### config.mk
export PLATFORM = sky130hd
export DESIGN_NAME = updn_mode_counter
export DESIGN_NICKNAME = d
export VERILOG_FILES = /design/src/rtl/updn_pkg.sv /design/src/rtl/updn_decode.sv /design/src/rtl/updn_step.sv /design/src/rtl/updn_term.sv /design/src/rtl/updn_mode_counter.sv
export SDC_FILE = /design/constraint.sdc
export NUM_CORES = 1
export LEC_CHECK = 0
export ABC_CLOCK_PERIOD_IN_PS = 1300
export BUFFER_PORTS_ARGS = -buffer_cell sky130_fd_sc_hd__buf_4
export CAP_MARGIN = 0
export CORE_AREA = 5 5 42 44
export CTS_CLUSTER_DIAMETER = 80
export DETAILED_ROUTE_END_ITERATION = 8
export DIE_AREA = 0 0 47 49
export PLACE_DENSITY_LB_ADDON = 0.08
export SLEW_MARGIN = 20
export SYNTH_ARGS = -nofsm -noshare
export SYNTH_HDL_FRONTEND = slang
export SYNTH_HIERARCHICAL = 1
export SYNTH_SLANG_ARGS = --single-unit
### constraint.sdc
create_clock -name clk -period 1.3 [get_ports clk]
set_input_delay 0.26 -clock clk [delete_from_list [all_inputs] [get_ports clk]]
set_output_delay 0.26 -clock clk [all_outputs]
set_load 0.005 [all_outputs]
### src/rtl/updn_pkg.sv
package updn_pkg;

    typedef enum logic [1:0] {
        MODE_CLEAR = 2'b00,
        MODE_UP    = 2'b01,
        MODE_DOWN  = 2'b10,
        MODE_HOLD  = 2'b11
    } mode_e;

    typedef struct packed {
        logic clr;
        logic inc;
        logic dec;
        logic keep;
    } action_t;

    function automatic action_t decode_mode(input mode_e m);
        action_t a;
        a = '0;
        unique case (m)
            MODE_CLEAR: a.clr  = 1'b1;
            MODE_UP:    a.inc  = 1'b1;
            MODE_DOWN:  a.dec  = 1'b1;
            default:    a.keep = 1'b1;
        endcase
        return a;
    endfunction

endpackage

### src/rtl/updn_decode.sv
module updn_decode
    import updn_pkg::*;
(
    input  logic [1:0] mode_raw,
    output action_t    act
);
    always_comb begin
        act = decode_mode(mode_e'(mode_raw));
    end
endmodule

### src/rtl/updn_step.sv
module updn_step
    import updn_pkg::*;
#(
    parameter int CNT_W = 3
) (
    input  logic [CNT_W-1:0] cur,
    input  action_t          act,
    output logic [CNT_W-1:0] nxt
);
    localparam logic [CNT_W-1:0] ONE = CNT_W'(1);

    always_comb begin
        if (act.clr)
            nxt = '0;
        else if (act.inc)
            nxt = cur + ONE;
        else if (act.dec)
            nxt = cur - ONE;
        else
            nxt = cur;
    end
endmodule

### src/rtl/updn_term.sv
module updn_term
    import updn_pkg::*;
#(
    parameter int CNT_W = 3
) (
    input  logic [CNT_W-1:0] cur,
    input  action_t          act,
    output logic             at_top_up,
    output logic             at_bottom_dn
);
    localparam logic [CNT_W-1:0] TOP = {CNT_W{1'b1}};

    always_comb begin
        at_top_up    = act.inc && (cur == TOP);
        at_bottom_dn = act.dec && (cur == '0);
    end

    always_comb begin
        assert_flags_exclusive_R8: assert (!(at_top_up && at_bottom_dn))
            else $error("both terminal flags high");
    end
endmodule

### src/rtl/updn_mode_counter.sv
module updn_mode_counter
    import updn_pkg::*;
#(
    parameter int CNT_W = 3
) (
    input  logic             clk,
    input  logic             rst,
    input  logic [1:0]       mode,
    output logic [CNT_W-1:0] count,
    output logic             up_term,
    output logic             dn_term
);
    localparam logic [CNT_W-1:0] TOP = {CNT_W{1'b1}};
    localparam logic [CNT_W-1:0] ONE = CNT_W'(1);

    action_t          act;
    logic [CNT_W-1:0] cnt_q;
    logic [CNT_W-1:0] cnt_d;

    updn_decode u_decode (
        .mode_raw (mode),
        .act      (act)
    );

    updn_step #(.CNT_W(CNT_W)) u_step (
        .cur (cnt_q),
        .act (act),
        .nxt (cnt_d)
    );

    updn_term #(.CNT_W(CNT_W)) u_term (
        .cur          (cnt_q),
        .act          (act),
        .at_top_up    (up_term),
        .at_bottom_dn (dn_term)
    );

    always_ff @(posedge clk) begin
        if (rst)
            cnt_q <= '0;
        else
            cnt_q <= cnt_d;
    end

    assign count = cnt_q;

    assert_reset_zero_R1: assert property (@(posedge clk)
        rst |=> (count == '0));

    assert_clear_R2: assert property (@(posedge clk) disable iff (rst)
        (mode == 2'b00) |=> (count == '0));

    assert_up_step_R3: assert property (@(posedge clk) disable iff (rst)
        (mode == 2'b01 && count != TOP) |=> (count == $past(count) + ONE));

    assert_down_step_R4: assert property (@(posedge clk) disable iff (rst)
        (mode == 2'b10 && count != '0) |=> (count == $past(count) - ONE));

    assert_hold_R5: assert property (@(posedge clk) disable iff (rst)
        (mode == 2'b11) |=> $stable(count));

    assert_up_wrap_R6: assert property (@(posedge clk) disable iff (rst)
        up_term |=> (count == '0));

    assert_down_wrap_R7: assert property (@(posedge clk) disable iff (rst)
        dn_term |=> (count == TOP));

    assert_upterm_mode_R8: assert property (@(posedge clk)
        up_term |-> (mode == 2'b01));

    assert_dnterm_mode_R9: assert property (@(posedge clk)
        dn_term |-> (mode == 2'b10));
endmodule

* Word-level counts from Yosys, hierarchy flattened
Cells that the tools add are included.
** Operators by class
- Add/subtract/negate cells :: 2
- Equal/unequal tests :: 3
- Mux-type cells :: 5
- Reduce and logical (&&, ||, !) cells :: 6
** Operator list (number)
- $mux 3 :: 2
- $add 3x1->3 const B :: 1
- $eq 3x3->1 const B :: 1
- $logic_not 3->1 :: 1
- $mux 1 :: 3
- $sub 3x1->3 const B :: 1
- $eq 2x1->1 const B :: 1
- $eq 2x2->1 const B :: 1
- $logic_and 1x1->1 :: 2
- $logic_not 2->1 :: 1
- $reduce_bool 2->1 :: 1
- $reduce_or 2->1 :: 1
** Word-level totals
- Register bits :: 3
- Input bits :: 4
- Output and inout bits :: 5
- Word-level logic and storage cells :: 17

* Logic depth before layout (Yosys ltp)
Gate-level depths: netlist of run 1.
- Depth in word-level cells :: 4
- Depth in mapped cells :: 6
- Mapped depth without buffers :: 6

* Modules after synthesis
The synthesis of run 1 kept the hierarchy.
** By module, submodules not included
- updn_step :: times used 1, cells an instance 15, area each 113.9 µm², sequential area each 0.0 µm²
- updn_mode_counter :: times used 1, cells an instance 6, area each 78.8 µm², sequential area each 60.1 µm²
- updn_decode :: times used 1, cells an instance 4, area each 26.3 µm², sequential area each 0.0 µm²
- updn_term :: times used 1, cells an instance 2, area each 23.8 µm², sequential area each 0.0 µm²

* Worst setup path after synthesis of run 1
Ideal clock, no wire load.
- Kind :: register to register
- From :: register cnt_q[0], in the netlist count[0]
- To :: register cnt_q[1], in the netlist count[1]
- Library setup time :: 0.114 ns
- Arrival :: 1.185 ns
- Data required time :: 1.186 ns
- Path slack :: 0.001 ns
- Cell stages (with the launch flop) :: 6
- Path buffers :: 0
- Period minus slack after synthesis :: 1.299 ns
- Cells stage by stage :: dfxtp_1 > inv_1 > ha_1 > a221oi_1 > nor2_1 > nor2b_1
** Between the ends
- Longest elaborated chain between the ends :: 3
- Elaborated cells between the ends (all ways) :: 4
- Those cells by class :: 2 x add/sub; 2 x mux
** RTL lines
- from (decl) :: line updn_mode_counter.sv:17 : logic [CNT_W-1:0] cnt_q;
- from (signal assigned) :: line updn_mode_counter.sv:42 : cnt_q <= cnt_d;
- $sub 3x1->3 :: line updn_step.sv:18 : nxt = cur - ONE;
- $mux 3 :: line updn_step.sv:17 : else if (act.dec)
- $mux 3 * :: line updn_step.sv:15 : else if (act.inc)
Every way passes the cells marked *; elsewhere a longest branch is shown, timed or not. The select of a mux whose other input is x is not followed.
A chain may end at the register's enable or synchronous reset.

* Final worst setup path of run 1
- From :: register cnt_q[1], in the netlist count[1]
- To :: output port dn_term
** Between the ends
- Longest elaborated chain between the ends :: 2
** RTL lines
- $logic_not 3->1 :: line updn_term.sv:15 : at_bottom_dn = act.dec && (cur == '0);
- $logic_and 1x1->1 :: line updn_term.sv:15
- to (decl) :: line updn_mode_counter.sv:11 : output logic dn_term
No other way between the ends.

==> flow_summary.ini, run 1 <==
[layout]
nets = 48
regArea_um2 = 65.1
final_cells = 57
fillerInstances = 170
diodes = 0
multiInputGateArea_um2 = 203
area_delta_synth_final_pct = 73.4
final_area_um2 = 408
drive_above_1_share_pct = 61.0
largest_register_ffs = 3
fin_util_pct = 29.1

[floorplan]
num_rows = 14
dieArea_um2 = 2300
start_util_pct = 16.8
core_area_um2 = 1400
io_pins = 9
dieWidth_um = 47
die_y_um = 49

[run_status]
violations = setup timing
status = finished with violations

[synth]
avgSynthCellArea_um2 = 9.05
syn_area_um2 = 235
ys.warnings.count = 6
synthCells = 26
synth_nets = 32

[power]
powerDensity_nw_per_um2 = 946
swShare_pct = 26.5
irDropWorstVdd_mv = 0.431
pwr-share-clk_pct = 41.7
power_frac_seq_pct = 28.6
power_switching_uw = 102
leakage_uw = 0.000182
comb_power_share_pct = 29.7
p_int_uw = 283

[timing]
fmax_mhz = 761
setup_viol = 1
relSlewSlack_pct = 83.0
final.min_clock_period_ps = 1310
fin_crit_sh_pct = 101
slew_viol_final = 0
skew_ps = 3.16
rsz0062_at_grt = yes
worst_pin_slew_ps = 254
setup_slack_ps = -13.4
finalHoldViolations = 0

[clocking]
clock-root-buffer = clkbuf_4
cts_max_level = 1
clkLatencyLatePin_ps = 230
cts_tree = built
clk_pin_slew_ps = 40
postCtsSetupBuffers = 0
cts_made_buffers = 3
hold_buffers = 0
clock_sinks = 3
clockBufferDepth = 2

[global_routing]
first_global_vias = 222
antenna_found_initial = 0
grt_max_degree = 7
gr-total-overflow = 0
grt_pass1_wl_um = 903
grt_usage_pct = 5.56

[drt]
vias = 219
ant_nets = 0
drc = 0
wl_um = 546
post_drt_wl_per_cell_um = 9.58
dr.pass1.iters = 3
routed_via_density = 3.84
drt_iter0_drc = 4

[worst_hold_path]
holdPathStages = 2
hold_class = input port to flop

[place]
io_buffers = 8
placed_cells = 54
gp_congestion = 0.615
dp_slack_ps = -24.8
dpl-instance-area_um2 = 345

[flow_run]
cap_violations = 0

[critical_path]
reg2regPathDepth = 5
worstPathMaxFanout = 5
critPathArrivalTime_ps = 1050
cp-start-kind = flop
critical_path_class = flop to primary output
end_kind = primary output
required_ps = 1040
-- per-stage QoR --
stage / hold WS (ps) / power (uW) / setup TNS (ps)
finish: 192 / 386 / -13.4
floorplan: 332 / 161 / 0
CTS: 186 / 394 / -28.5
detailed placement: 441 / 207 / -24.8
global placement: 442 / 207 / -11.7
global route: 188 / 416 / -58.3
-- per-layer routing --
layer / routed length [um] / global-route usage [%] / vias to the layer above
li1: - / - / 118
met1: 220 / 5.70 / 97
met2: 306 / 8.60 / 4
met3: 19 / 2.21 / 0
met4: 0 / 4.15 / 0
met5: 0 / 0 / -
-- timing repair --
action / CTS / global route
resized for setup: 8 / 2
pin swaps: 1 / 0
hold endpoints to repair: 0 / 0
setup endpoints to repair: 1 / 2
-- power by group through the flow --
stage | clock [uW] | combinational [uW] | sequential, uW
after global routing | 180 | 125 | 111
final | 161 | 115 | 110
after CTS | 169 | 115 | 110
after detailed placement | 0 | 101 | 106
after floorplan | 0 | 51.0 | 110
after global placement | 0 | 101 | 106
-- layout by cell type (no fill, tap or decap) --
master / instances
ha_1: 1
buf_4: 10
and4_1: 1
nor2b_2: 1
nand3b_4: 1
nor3b_2: 1
a21oi_2: 1
nand3_1: 1
clkbuf_1: 1
ha_4: 1
nor2b_1: 3
clkbuf_4: 3
dfxtp_2: 1
a21o_1: 1
and2b_2: 1
inv_2: 1
nor2_1: 4
a221oi_2: 1
dfxtp_4: 1
xnor2_1: 1
nor4b_4: 1
buf_6: 1
dfxtp_1: 1
nand2_1: 1
inv_1: 1
-- worst max-delay path, cell delays in order (launching register included) --
cell and delay (ps):
dfxtp_2 310, buf_6 120, nor4b_4 240, buf_4 140
-- area by class of cell --
cell class | count | share of cell area [%]
Multi-Input combinational cell | 21 | 49.7
Sequential cell | 3 | 16.0
Timing Repair Buffer | 11 | 21.2
Clock buffer | 4 | 6.44
Tap cell | 16 | 4.91
Inverter | 2 | 1.84
-- path summary, 6_finish.rpt --
kind / start / end / slack (ps)
worst max-delay path: count[1]$_SDFF_PP0_ / dn_term / -10
worst min-delay path: rst / count[1]$_SDFF_PP0_ / 190
worst max register to register: count[0]$_SDFF_PP0_ / count[1]$_SDFF_PP0_ / 90
worst min register to register: count[2]$_SDFF_PP0_ / count[2]$_SDFF_PP0_ / 670
(Power assumes the default switching activity.)
==> inputs of run 2 (changes only) <==
--- a/config.mk
+++ b/config.mk
@@ -5,13 +5,14 @@
 export SDC_FILE = /design/constraint.sdc
 export NUM_CORES = 1
 export LEC_CHECK = 0
+export ABC_AREA = 1
 export ABC_CLOCK_PERIOD_IN_PS = 1300
 export BUFFER_PORTS_ARGS = -buffer_cell sky130_fd_sc_hd__buf_4
 export CAP_MARGIN = 0
-export CORE_AREA = 5 5 42 44
+export CORE_AREA = 2 2 39 41
 export CTS_CLUSTER_DIAMETER = 80
 export DETAILED_ROUTE_END_ITERATION = 8
-export DIE_AREA = 0 0 47 49
+export DIE_AREA = 0 0 41 43
 export PLACE_DENSITY_LB_ADDON = 0.08
 export SLEW_MARGIN = 20
 export SYNTH_ARGS = -nofsm -noshare
==> run 2 against run 1 <==
Compared with the run above:
- the run now ends clean
- area after synthesis grew 5.3%
- power shrank 6.3%
- first-iteration DRC count grew 25%
- cell area shrank 7.7%
- sequential cell count is the same
- die area shrank 23%
- critical endpoint unchanged
==> flow_summary.ini, run 2 <==
[run_status]
status = finished, final reports clean

[floorplan]
die_y_um = 43
num_rows = 14
start_util_pct = 17.9
dieArea_um2 = 1760
dieWidth_um = 41
io_pins = 9
core_area_um2 = 1380

[timing]
relSlewSlack_pct = 82.0
rsz0062_at_grt = no
slew_viol_final = 0
fin_crit_sh_pct = 93.3
skew_ps = 1.31
fmax_mhz = 825
setup_viol = 0
worst_pin_slew_ps = 268
finalHoldViolations = 0
setup_tns_ps = 0
final.min_clock_period_ps = 1210

[layout]
final_area_um2 = 377
largest_register_ffs = 3
drive_above_1_share_pct = 24.6
diodes = 0
area_delta_synth_final_pct = 52.0
fin_util_pct = 27.2
fillerInstances = 164
final_cell_mix = inv_1 (13), buf_4 (11), nor2_1 (10), nand2_1 (10)
nets = 68
final_common_cell = inv_1

[global_routing]
use_met3_pct = 4.71
first_global_vias = 255
grt_max_degree = 6
grt.met2_usage_pct = 11.3
gr-total-overflow = 0
grt_usage_pct = 8.63
busiest_layer = met2
groute.layer.met1.usage_pct = 9.32
grt_pass1_wl_um = 945
antenna_found_initial = 0

[place]
io_buffers = 8
gp_congestion = 0.661
dp_hpwl_um = 463
dpl-instance-area_um2 = 350

[drt]
post_drt_wl_per_cell_um = 7.29
drt_iter0_drc = 5
dr.pass1.iters = 4
routed_via_density = 3.58
drc = 0
vias = 276
wl_um = 561
ant_nets = 0

[synth]
ys.warnings.count = 6
syn_area_um2 = 248
avgSynthCellArea_um2 = 5.39
synth_nets = 52
synthCells = 46

[power]
irDropWorstVdd_mv = 0.337
leakage_uw = 0.000208
powerDensity_nw_per_um2 = 959

[clocking]
clock-root-buffer = clkbuf_4
cts_tree = built
clock_sinks = 3
clkLatencyLatePin_ps = 230
cts_max_level = 1
clockBufferDepth = 2
post_cts_resized = 0
hold_buffers = 0
clk_pin_slew_ps = 40
postCtsSetupBuffers = 0
cts_made_buffers = 3

[critical_path]
end_kind = primary output
worstPathMaxFanout = 5
required_ps = 1040
critical_path_class = flop to primary output
cp-start-kind = flop
critPathArrivalTime_ps = 950

[worst_hold_path]
hold_class = input port to flop

[flow_run]
cap_violations = 0
run 2: cell types whose count changed in the layout (fill, tap and decap cells not counted), moves of 2 or more:
| cell | change |
|---|---|
| nor2_1 | +6 |
| a21oi_1 | +3 |
| nand2_1 | +9 |
| o21ai_0 | +2 |
| nor2b_1 | -3 |
| inv_1 | +12 |
| dfxtp_1 | +2 |
run 2: power by group:
part | total, uW | switching [uW] | internal [uW]
clock network | 160 | 45.1 | 115
logic | 96.0 | 48.7 | 47.4
registers | 105 | 5.22 | 100
total | 361 | 98.9 | 262
run 2: final timing paths:
check | cells after the start | slack [ps] | to | startpoint
setup / recovery | 5 | 90 | dn_term | count[1]$_SDFF_PP0_
hold / removal | 2 | 200 | count[1]$_SDFF_PP0_ | rst
setup reg to reg | 7 | 160 | count[1]$_SDFF_PP0_ | count[0]$_SDFF_PP0_
hold reg to reg | 4 | 630 | count[2]$_SDFF_PP0_ | count[2]$_SDFF_PP0_
run 2: metrics by stage:
step / hold WS [ps] / total power [uW] / setup WS (ps) / instances
4_1_cts: 191 / 373 / 65.4 / 77
3_5_place_dp: 441 / 205 / 114 / 73
2_1_floorplan: 331 / 159 / 149 / 46
5_1_grt: 201 / 401 / 8.27 / 77
6_report: 200 / 361 / 87.4 / 77
3_3_place_gp: 437 / 207 / 127 / 73
run 2: area by class of cell:
cell class | count | area (um^2) | share of cell area, %
clock buffers | 4 | 26.3 | 6.98
inverters | 14 | 52.6 | 14.0
multi-input cells | 29 | 135 | 35.9
flip-flops and latches | 3 | 60.1 | 15.9
well taps | 16 | 20.0 | 5.32
repair buffers | 11 | 82.6 | 21.9
run 2: worst max-delay path, cell delays in order (launching register included):
cell and delay (ps):
dfxtp_1 300, buf_4 140, inv_1 50, nand2_1 40
nor2_1 80, buf_4 110
run 2: per-layer routing:
| metal | vias up | wire [um] |
|---|---|---|
| met5 | - | 0 |
| met3 | 0 | 10 |
| met4 | 0 | 0 |
| met2 | 5 | 267 |
| met1 | 108 | 282 |
| li1 | 163 | - |
